--- src/rtl/dsr_pkg.sv ---
package dsr_pkg;

    localparam int STAT_W   = 16;
    localparam int PRIO_W   = 3;
    localparam int CARRY_W  = 8;
    localparam int NUM_ACC  = 2;

    localparam int BIT_OA   = 15;
    localparam int BIT_SA   = 13;
    localparam int BIT_OAB  = 11;
    localparam int BIT_SAB  = 10;
    localparam int BIT_DA   = 9;
    localparam int BIT_DC   = 8;
    localparam int BIT_PRIO = 5;
    localparam int BIT_RA   = 4;
    localparam int BIT_N    = 3;
    localparam int BIT_OV   = 2;
    localparam int BIT_Z    = 1;
    localparam int BIT_C    = 0;

    localparam int HC_BYTE_BIT = 3;
    localparam int HC_WORD_BIT = 7;

    typedef struct packed {
        logic n;
        logic ov;
        logic z;
        logic c;
        logic dc;
    } alu_flags_t;

    typedef struct packed {
        logic upd;
        logic ovf;
        logic sat;
    } acc_evt_t;

    typedef struct packed {
        logic ovf;
        logic sat;
    } acc_flags_t;

    function automatic logic half_carry(input logic [CARRY_W-1:0] cy, input logic byte_op);
        return byte_op ? cy[HC_BYTE_BIT] : cy[HC_WORD_BIT];
    endfunction

endpackage

--- src/rtl/dsr_alu_flags.sv ---
module dsr_alu_flags
    import dsr_pkg::*;
#(
    parameter int CW = CARRY_W
) (
    input  logic          clk,
    input  logic          rst,
    input  logic          upd,
    input  alu_flags_t    hw_in,
    input  logic [CW-1:0] carries,
    input  logic          byte_op,
    input  logic          wr_lo,
    input  logic          wr_hi,
    input  logic [3:0]    wr_nzvc,
    input  logic          wr_dc,
    output alu_flags_t    q
);

    alu_flags_t hw_eff;
    alu_flags_t nxt;

    always_comb begin
        hw_eff    = hw_in;
        hw_eff.dc = half_carry(carries, byte_op);
        nxt       = q;
        if (upd) begin
            nxt = hw_eff;
        end
        // software has priority over the ALU on these bits
        if (wr_lo) begin
            nxt.n  = wr_nzvc[3];
            nxt.ov = wr_nzvc[2];
            nxt.z  = wr_nzvc[1];
            nxt.c  = wr_nzvc[0];
        end
        if (wr_hi) begin
            nxt.dc = wr_dc;
        end
    end

    always_ff @(posedge clk) begin
        if (rst) begin
            q <= '0;
        end else begin
            q <= nxt;
        end
    end

endmodule

--- src/rtl/dsr_acc_flags.sv ---
module dsr_acc_flags
    import dsr_pkg::*;
(
    input  logic       clk,
    input  logic       rst,
    input  acc_evt_t   evt,
    input  logic       sw_wr,
    input  logic       sw_ovf,
    input  logic       sw_sat,
    input  logic       sat_clear,
    output acc_flags_t q
);

    acc_flags_t nxt;

    always_comb begin
        nxt = q;
        if (sw_wr) begin
            nxt.ovf = sw_ovf;
        end else if (evt.upd) begin
            nxt.ovf = evt.ovf;
        end
        // a saturation event beats any same-cycle software action
        if (evt.upd && evt.sat) begin
            nxt.sat = 1'b1;
        end else if (sat_clear) begin
            nxt.sat = 1'b0;
        end else if (sw_wr) begin
            nxt.sat = sw_sat;
        end
    end

    always_ff @(posedge clk) begin
        if (rst) begin
            q <= '0;
        end else begin
            q <= nxt;
        end
    end

endmodule

--- src/rtl/dsr_prio_field.sv ---
module dsr_prio_field
    import dsr_pkg::*;
#(
    parameter int PW = PRIO_W
) (
    input  logic          clk,
    input  logic          rst,
    input  logic          wr,
    input  logic          lock,
    input  logic [PW-1:0] wdata,
    output logic [PW-1:0] q
);

    always_ff @(posedge clk) begin
        if (rst) begin
            q <= '0;
        end else if (wr && !lock) begin
            q <= wdata;
        end
    end

endmodule

--- src/rtl/dsp_status_reg.sv ---
module dsp_status_reg
    import dsr_pkg::*;
(
    input  logic               clk,
    input  logic               rst,
    input  logic               alu_upd,
    input  logic               alu_n,
    input  logic               alu_ov,
    input  logic               alu_z,
    input  logic               alu_c,
    input  logic               alu_byte,
    input  logic [CARRY_W-1:0] alu_carries,
    input  logic               acc_a_upd,
    input  logic               acc_a_ovf,
    input  logic               acc_a_sat,
    input  logic               acc_b_upd,
    input  logic               acc_b_ovf,
    input  logic               acc_b_sat,
    input  logic               loop_active,
    input  logic               ra_in,
    input  logic               wr_en,
    input  logic               wr_byte,
    input  logic [STAT_W-1:0]  wr_data,
    input  logic               nest_disable,
    input  logic               prio_hi,
    output logic [STAT_W-1:0]  status,
    output logic [PRIO_W:0]    cpu_prio
);

    logic wr_lo;
    logic wr_hi;
    logic sab_now;
    logic sat_clear;
    logic da_q;
    logic ra_q;
    logic wr_ignored_unused;

    alu_flags_t              alu_hw;
    alu_flags_t              alu_q;
    acc_evt_t   [NUM_ACC-1:0] acc_evt;
    acc_flags_t [NUM_ACC-1:0] acc_q;
    logic       [PRIO_W-1:0] prio_q;

    assign wr_lo = wr_en;
    assign wr_hi = wr_en && !wr_byte;
    assign wr_ignored_unused = ^{wr_data[BIT_OAB], wr_data[BIT_DA], wr_data[BIT_RA]};

    always_comb begin
        alu_hw    = '0;
        alu_hw.n  = alu_n;
        alu_hw.ov = alu_ov;
        alu_hw.z  = alu_z;
        alu_hw.c  = alu_c;
    end

    assign acc_evt[0] = '{upd: acc_a_upd, ovf: acc_a_ovf, sat: acc_a_sat};
    assign acc_evt[1] = '{upd: acc_b_upd, ovf: acc_b_ovf, sat: acc_b_sat};

    always_comb begin
        sab_now = 1'b0;
        for (int i = 0; i < NUM_ACC; i++) begin
            sab_now = sab_now | acc_q[i].sat;
        end
    end

    // writing 0 to the summary while it reads 1 clears every saturation flag
    assign sat_clear = wr_hi && !wr_data[BIT_SAB] && sab_now;

    dsr_alu_flags u_alu (
        .clk     (clk),
        .rst     (rst),
        .upd     (alu_upd),
        .hw_in   (alu_hw),
        .carries (alu_carries),
        .byte_op (alu_byte),
        .wr_lo   (wr_lo),
        .wr_hi   (wr_hi),
        .wr_nzvc (wr_data[BIT_N:BIT_C]),
        .wr_dc   (wr_data[BIT_DC]),
        .q       (alu_q)
    );

    for (genvar g = 0; g < NUM_ACC; g++) begin : g_acc
        dsr_acc_flags u_acc (
            .clk       (clk),
            .rst       (rst),
            .evt       (acc_evt[g]),
            .sw_wr     (wr_hi),
            .sw_ovf    (wr_data[BIT_OA-g]),
            .sw_sat    (wr_data[BIT_SA-g]),
            .sat_clear (sat_clear),
            .q         (acc_q[g])
        );
    end

    dsr_prio_field u_prio (
        .clk   (clk),
        .rst   (rst),
        .wr    (wr_lo),
        .lock  (nest_disable),
        .wdata (wr_data[BIT_PRIO+PRIO_W-1:BIT_PRIO]),
        .q     (prio_q)
    );

    always_ff @(posedge clk) begin
        if (rst) begin
            da_q <= 1'b0;
            ra_q <= 1'b0;
        end else begin
            da_q <= loop_active;
            ra_q <= ra_in;
        end
    end

    always_comb begin
        status = '0;
        for (int i = 0; i < NUM_ACC; i++) begin
            status[BIT_OA-i] = acc_q[i].ovf;
            status[BIT_SA-i] = acc_q[i].sat;
            status[BIT_OAB]  = status[BIT_OAB] | acc_q[i].ovf;
            status[BIT_SAB]  = status[BIT_SAB] | acc_q[i].sat;
        end
        status[BIT_DA]                          = da_q;
        status[BIT_DC]                          = alu_q.dc;
        status[BIT_PRIO+PRIO_W-1:BIT_PRIO]      = prio_q;
        status[BIT_RA]                          = ra_q;
        status[BIT_N]                           = alu_q.n;
        status[BIT_OV]                          = alu_q.ov;
        status[BIT_Z]                           = alu_q.z;
        status[BIT_C]                           = alu_q.c;
    end

    assign cpu_prio = {prio_hi, prio_q};

endmodule

--- config.mk ---
export PLATFORM = sky130hd
export DESIGN_NAME = dsp_status_reg
export DESIGN_NICKNAME = d
export VERILOG_FILES = /design/src/rtl/dsr_pkg.sv /design/src/rtl/dsr_alu_flags.sv /design/src/rtl/dsr_acc_flags.sv /design/src/rtl/dsr_prio_field.sv /design/src/rtl/dsp_status_reg.sv
export SDC_FILE = /design/constraint.sdc
export NUM_CORES = 1
export LEC_CHECK = 0
export BUFFER_PORTS_ARGS = -buffer_cell sky130_fd_sc_hd__buf_2
export CAP_MARGIN = 25
export CORE_MARGIN = 1.5
export CORE_UTILIZATION = 35
export CTS_BUF_LIST = sky130_fd_sc_hd__clkbuf_16
export DETAILED_ROUTE_END_ITERATION = 8
export HOLD_SLACK_MARGIN = 0.06
export PLACE_DENSITY = 0.77
export SYNTH_ARGS = -nofsm -noshare
export SYNTH_HDL_FRONTEND = slang
export SYNTH_SLANG_ARGS = --single-unit
export TNS_END_PERCENT = 10
--- constraint.sdc ---
create_clock -name clk -period 0.9 [get_ports clk]
set_input_delay 0.045 -clock clk [delete_from_list [all_inputs] [get_ports clk]]
set_output_delay 0.045 -clock clk [all_outputs]
set_load 0.05 [all_outputs]
==> report_table.html <==
<table>
<tr><th>Metric</th><th>Value</th></tr>
<tr><th colspan="2">Outcome</th></tr>
<tr><td>Run status</td><td>finished with violations</td></tr>
<tr><td>Violated checks</td><td>setup timing</td></tr>
<tr><th colspan="2">Floorplanning</th></tr>
<tr><td>Area of the die</td><td>2220 um2</td></tr>
<tr><td>Horizontal die dimension</td><td>47.1 um</td></tr>
<tr><td>Rows</td><td>15</td></tr>
<tr><td>Std-Cell Core Area</td><td>1780 um2</td></tr>
<tr><td>Starting density of the core</td><td>0.382</td></tr>
<tr><td>I/O Pins</td><td>64</td></tr>
<tr><td>Die boundary height</td><td>47.1 um</td></tr>
<tr><th colspan="2">Global route</th></tr>
<tr><td>Vias in the first global route</td><td>625</td></tr>
<tr><td>Overall Global Routing Usage</td><td>0.163</td></tr>
<tr><td>Antenna violations before repair</td><td>0</td></tr>
<tr><td>First-pass GRT wire length</td><td>2480 um</td></tr>
<tr><td>Pin count of the biggest net entering global routing</td><td>15</td></tr>
<tr><td>Total global routing overflow</td><td>0</td></tr>
<tr><th colspan="2">Critical path</th></tr>
<tr><td>Arrival time at the worst endpoint</td><td>0.96 ns</td></tr>
<tr><td>CP required</td><td>0.85 ns</td></tr>
<tr><td>Crit path kind</td><td>reg2out</td></tr>
<tr><td>Largest stage delay, worst path</td><td>0.32 ns</td></tr>
<tr><td>Cell type of the slowest stage on the worst timing path</td><td>sky130_fd_sc_hd__dfxtp_2</td></tr>
<tr><td>Biggest fanout along the worst timing path</td><td>4</td></tr>
<tr><td>Crit-path leading delay family</td><td>flip-flops</td></tr>
<tr><td>Critical path launch point type</td><td>register</td></tr>
<tr><td>Ordered list of cells on the worst path</td><td>or2_4 -&gt; buf_8</td></tr>
<tr><td>Crit. End Element</td><td>output pin</td></tr>
<tr><td>WP buf/inv</td><td>1</td></tr>
<tr><th colspan="2">Power</th></tr>
<tr><td>Max IR drop VDD</td><td>1060 uV</td></tr>
<tr><td>Leak Pwr</td><td>0.576 nW</td></tr>
<tr><td>Power density over cell area</td><td>1840 nW/um2</td></tr>
<tr><th colspan="2">STA</th></tr>
<tr><td>Final setup slack of the worst path</td><td>-0.106 ns</td></tr>
<tr><td>Portion of the clock cycle consumed by the worst path in the final layout</td><td>1.12</td></tr>
<tr><td>Clock period minus worst slack</td><td>1.01 ns</td></tr>
<tr><td>Final Hold Slack</td><td>0.0653 ns</td></tr>
<tr><td>Setup Skew</td><td>0.0000436 ns</td></tr>
<tr><td>Transition time of the tightest slew-check pin</td><td>0.270 ns</td></tr>
<tr><td>Setup repair after global routing missed its margin</td><td>yes</td></tr>
<tr><td>Number of hold violations in the final report</td><td>0</td></tr>
<tr><td>Max-slew headroom at the worst pin</td><td>0.820</td></tr>
<tr><td>Final setup violation count</td><td>3</td></tr>
<tr><td>Highest Clock Rate</td><td>0.994 GHz</td></tr>
<tr><td>Final Max Tran Viols</td><td>0</td></tr>
<tr><th colspan="2">Cells and area</th></tr>
<tr><td>Layout net count</td><td>169</td></tr>
<tr><td>Layout cells sized above 1</td><td>0.602</td></tr>
<tr><td>Commonest non-fill, non-tap cell in the layout</td><td>sky130_fd_sc_hd__buf_2</td></tr>
<tr><td>Layout overhead on the synthesized area</td><td>65.9%</td></tr>
<tr><td>Final core utilization</td><td>0.634</td></tr>
<tr><td>Commonest non-fill, non-tap cells in the layout</td><td>sky130_fd_sc_hd__buf_2, sky130_fd_sc_hd__mux2i_1, sky130_fd_sc_hd__nor2_1, sky130_fd_sc_hd__dlygate4sd3_1</td></tr>
<tr><td>Count of antenna diodes in the layout</td><td>0</td></tr>
<tr><th colspan="2">Logic synthesis</th></tr>
<tr><td>Synthesized instance count</td><td>67</td></tr>
<tr><td>Warning count from the yosys run</td><td>0</td></tr>
<tr><td>Cell area after synthesis</td><td>682 um2</td></tr>
<tr><td>Mean Syn Cell Area</td><td>10.2 um2</td></tr>
<tr><td>Sequential element share of the synthesized area</td><td>0.411</td></tr>
<tr><td>Synth Net Count</td><td>111</td></tr>
<tr><td>Number of library cell types mapped by synthesis</td><td>19</td></tr>
<tr><td>Count of state elements after synthesis</td><td>14</td></tr>
<tr><th colspan="2">Job</th></tr>
<tr><td>Maximum capacitance violations</td><td>0</td></tr>
<tr><th colspan="2">Route</th></tr>
<tr><td>Detailed Route Iter0 Violations</td><td>6</td></tr>
<tr><td>Antenna-violating nets left</td><td>0</td></tr>
<tr><td>Vias per cell</td><td>4.59</td></tr>
<tr><td>Via count of the routed design</td><td>679</td></tr>
<tr><td>DRC viols</td><td>0</td></tr>
<tr><td>WL per Instance</td><td>12.2 um</td></tr>
<tr><td>Detailed Routing Iterations Pass 1</td><td>3</td></tr>
<tr><td>Total wire length after detailed routing</td><td>1810 um</td></tr>
<tr><th colspan="2">Place</th></tr>
<tr><td>Input/output buffers</td><td>52</td></tr>
<tr><td>Last weighted congestion value of the routability-driven placer</td><td>0.667</td></tr>
<tr><td>Post-DP HPWL</td><td>1180 um</td></tr>
<tr><td>Worst-case setup slack after placement</td><td>0.0363 ns</td></tr>
<tr><th colspan="2">CTS</th></tr>
<tr><td>Maximum buffer depth of the clock tree</td><td>2</td></tr>
<tr><td>H-tree Lvls</td><td>1</td></tr>
<tr><td>Root buffer cell</td><td>sky130_fd_sc_hd__clkbuf_16</td></tr>
<tr><td>Source-to-sink clock delay at the later pin of the worst-skew pair</td><td>0.24 ns</td></tr>
<tr><td>CTS Buf Count</td><td>3</td></tr>
<tr><td>Clock transition at the register clock pins on the worst setup and hold paths after CTS</td><td>0.04 ns</td></tr>
<tr><td>Number of clock sinks seen by CTS</td><td>14</td></tr>
<tr><td>CTS tree</td><td>built</td></tr>
<tr><th colspan="2">Min path</th></tr>
<tr><td>Hold/Removal Path Class</td><td>in2reg</td></tr>
</table>
==> worst min-delay path: stages <==
cell	delay [ns]
sky130_fd_sc_hd__buf_2	0.08
sky130_fd_sc_hd__mux2i_1	0.07
sky130_fd_sc_hd__nor2_1	0.08
==> sequential cells by signal, indices dropped and copies added, names as in the netlist <==
register,cells
g_acc.u_acc.q,4
ra_q,1
u_alu.q,5
u_prio.q,3
da_q,1
==> layer usage <==
layer	part of all wire	global-route usage	routed length, um	vias to the layer above
met1	0.39	0.151	701	299
met2	0.52	0.329	934	39
li1	-	-	-	337
met5	0	0	0	-
met3	0.082	0.0308	148	4
met4	0.015	0.0833	28	0
==> synthesized netlist by cell type <==
library cell,count,area share
sky130_fd_sc_hd__a211oi_1,2,0.022
sky130_fd_sc_hd__a21oi_1,2,0.015
sky130_fd_sc_hd__a22oi_1,2,0.022
sky130_fd_sc_hd__and2b_1,2,0.022
sky130_fd_sc_hd__and3_4,1,0.017
sky130_fd_sc_hd__buf_4,7,0.077
sky130_fd_sc_hd__buf_6,2,0.033
sky130_fd_sc_hd__clkbuf_1,1,0.0055
sky130_fd_sc_hd__dfxtp_1,14,0.41
sky130_fd_sc_hd__mux2_2,4,0.066
sky130_fd_sc_hd__mux2i_1,10,0.15
sky130_fd_sc_hd__nand2b_4,1,0.020
sky130_fd_sc_hd__nand3_1,2,0.015
sky130_fd_sc_hd__nor2_1,10,0.055
sky130_fd_sc_hd__nor2b_1,2,0.018
sky130_fd_sc_hd__nor3_1,1,0.0073
sky130_fd_sc_hd__nor4_2,1,0.018
sky130_fd_sc_hd__o21bai_1,1,0.011
sky130_fd_sc_hd__or2_2,2,0.018
==> path summary, 6_finish.rpt <==
| check | from | to | slack [ns] | cells after the start |
|---|---|---|---|---|
| max reg2reg | u_alu.q[2] | u_alu.q[2] | 0.03 | 3 |
| min | wr_data[6] | u_prio.q[1] | 0.07 | 3 |
| min reg2reg | u_prio.q[1] | u_prio.q[1] | 0.53 | 2 |
| max | g_acc[1].u_acc.q[0] | status[10] | -0.11 | 2 |
==> per-stage QoR <==
step / setup TNS [ns] / cell area (um2) / instances / power, mW
6_report: -0.210 / 1130 / 148 / 2.08
5_1_grt: -0.326 / 1130 / 148 / 2.18
4_1_cts: -0.204 / 1100 / 147 / 2.08
3_5_place_dp: 0 / 911 / 135 / 1.19
3_3_place_gp: 0 / 911 / 135 / 1.18
2_1_floorplan: -0.807 / 691 / 67 / 1.08
==> report_power, final <==
group | switching (mW) | internal (mW) | total [mW]
logic | 0.334 | 0.237 | 0.571
clock network | 0.232 | 0.579 | 0.811
registers | 0.0261 | 0.670 | 0.696
==> timing repair <==
| action | 4_1_cts | 5_1_grt |
|---|---|---|
| endpoints found under the setup margin | 2 | 15 |
| resized for setup | 8 | 11 |
| buffers inserted | 0 | 1 |
| pin swaps | 1 | 1 |
| hold buffers | 9 | 0 |
| endpoints found under the hold margin | 9 | 0 |
==> cell families (layout without fill, tap and decap cells) <==
kind of cell | after synthesis | count (layout) | synth area share
buffers and inverters | 10 | 66 | 0.116
multiplexers | 14 | 14 | 0.213
AND/OR/NAND/NOR | 22 | 22 | 0.191
flip-flops | 14 | 14 | 0.411
AO/OA/AOI/OAI | 7 | 7 | 0.0697
==> final cells by class <==
class / instances / area [um2]
tap: 25 / 31.3
clock buffer: 3 / 75.1
sequential: 14 / 289
multi-input combinational: 43 / 333
timing repair buffer: 63 / 403
fill: 140 / 652
No activity file was read; power rests on OpenSTA's default activity.
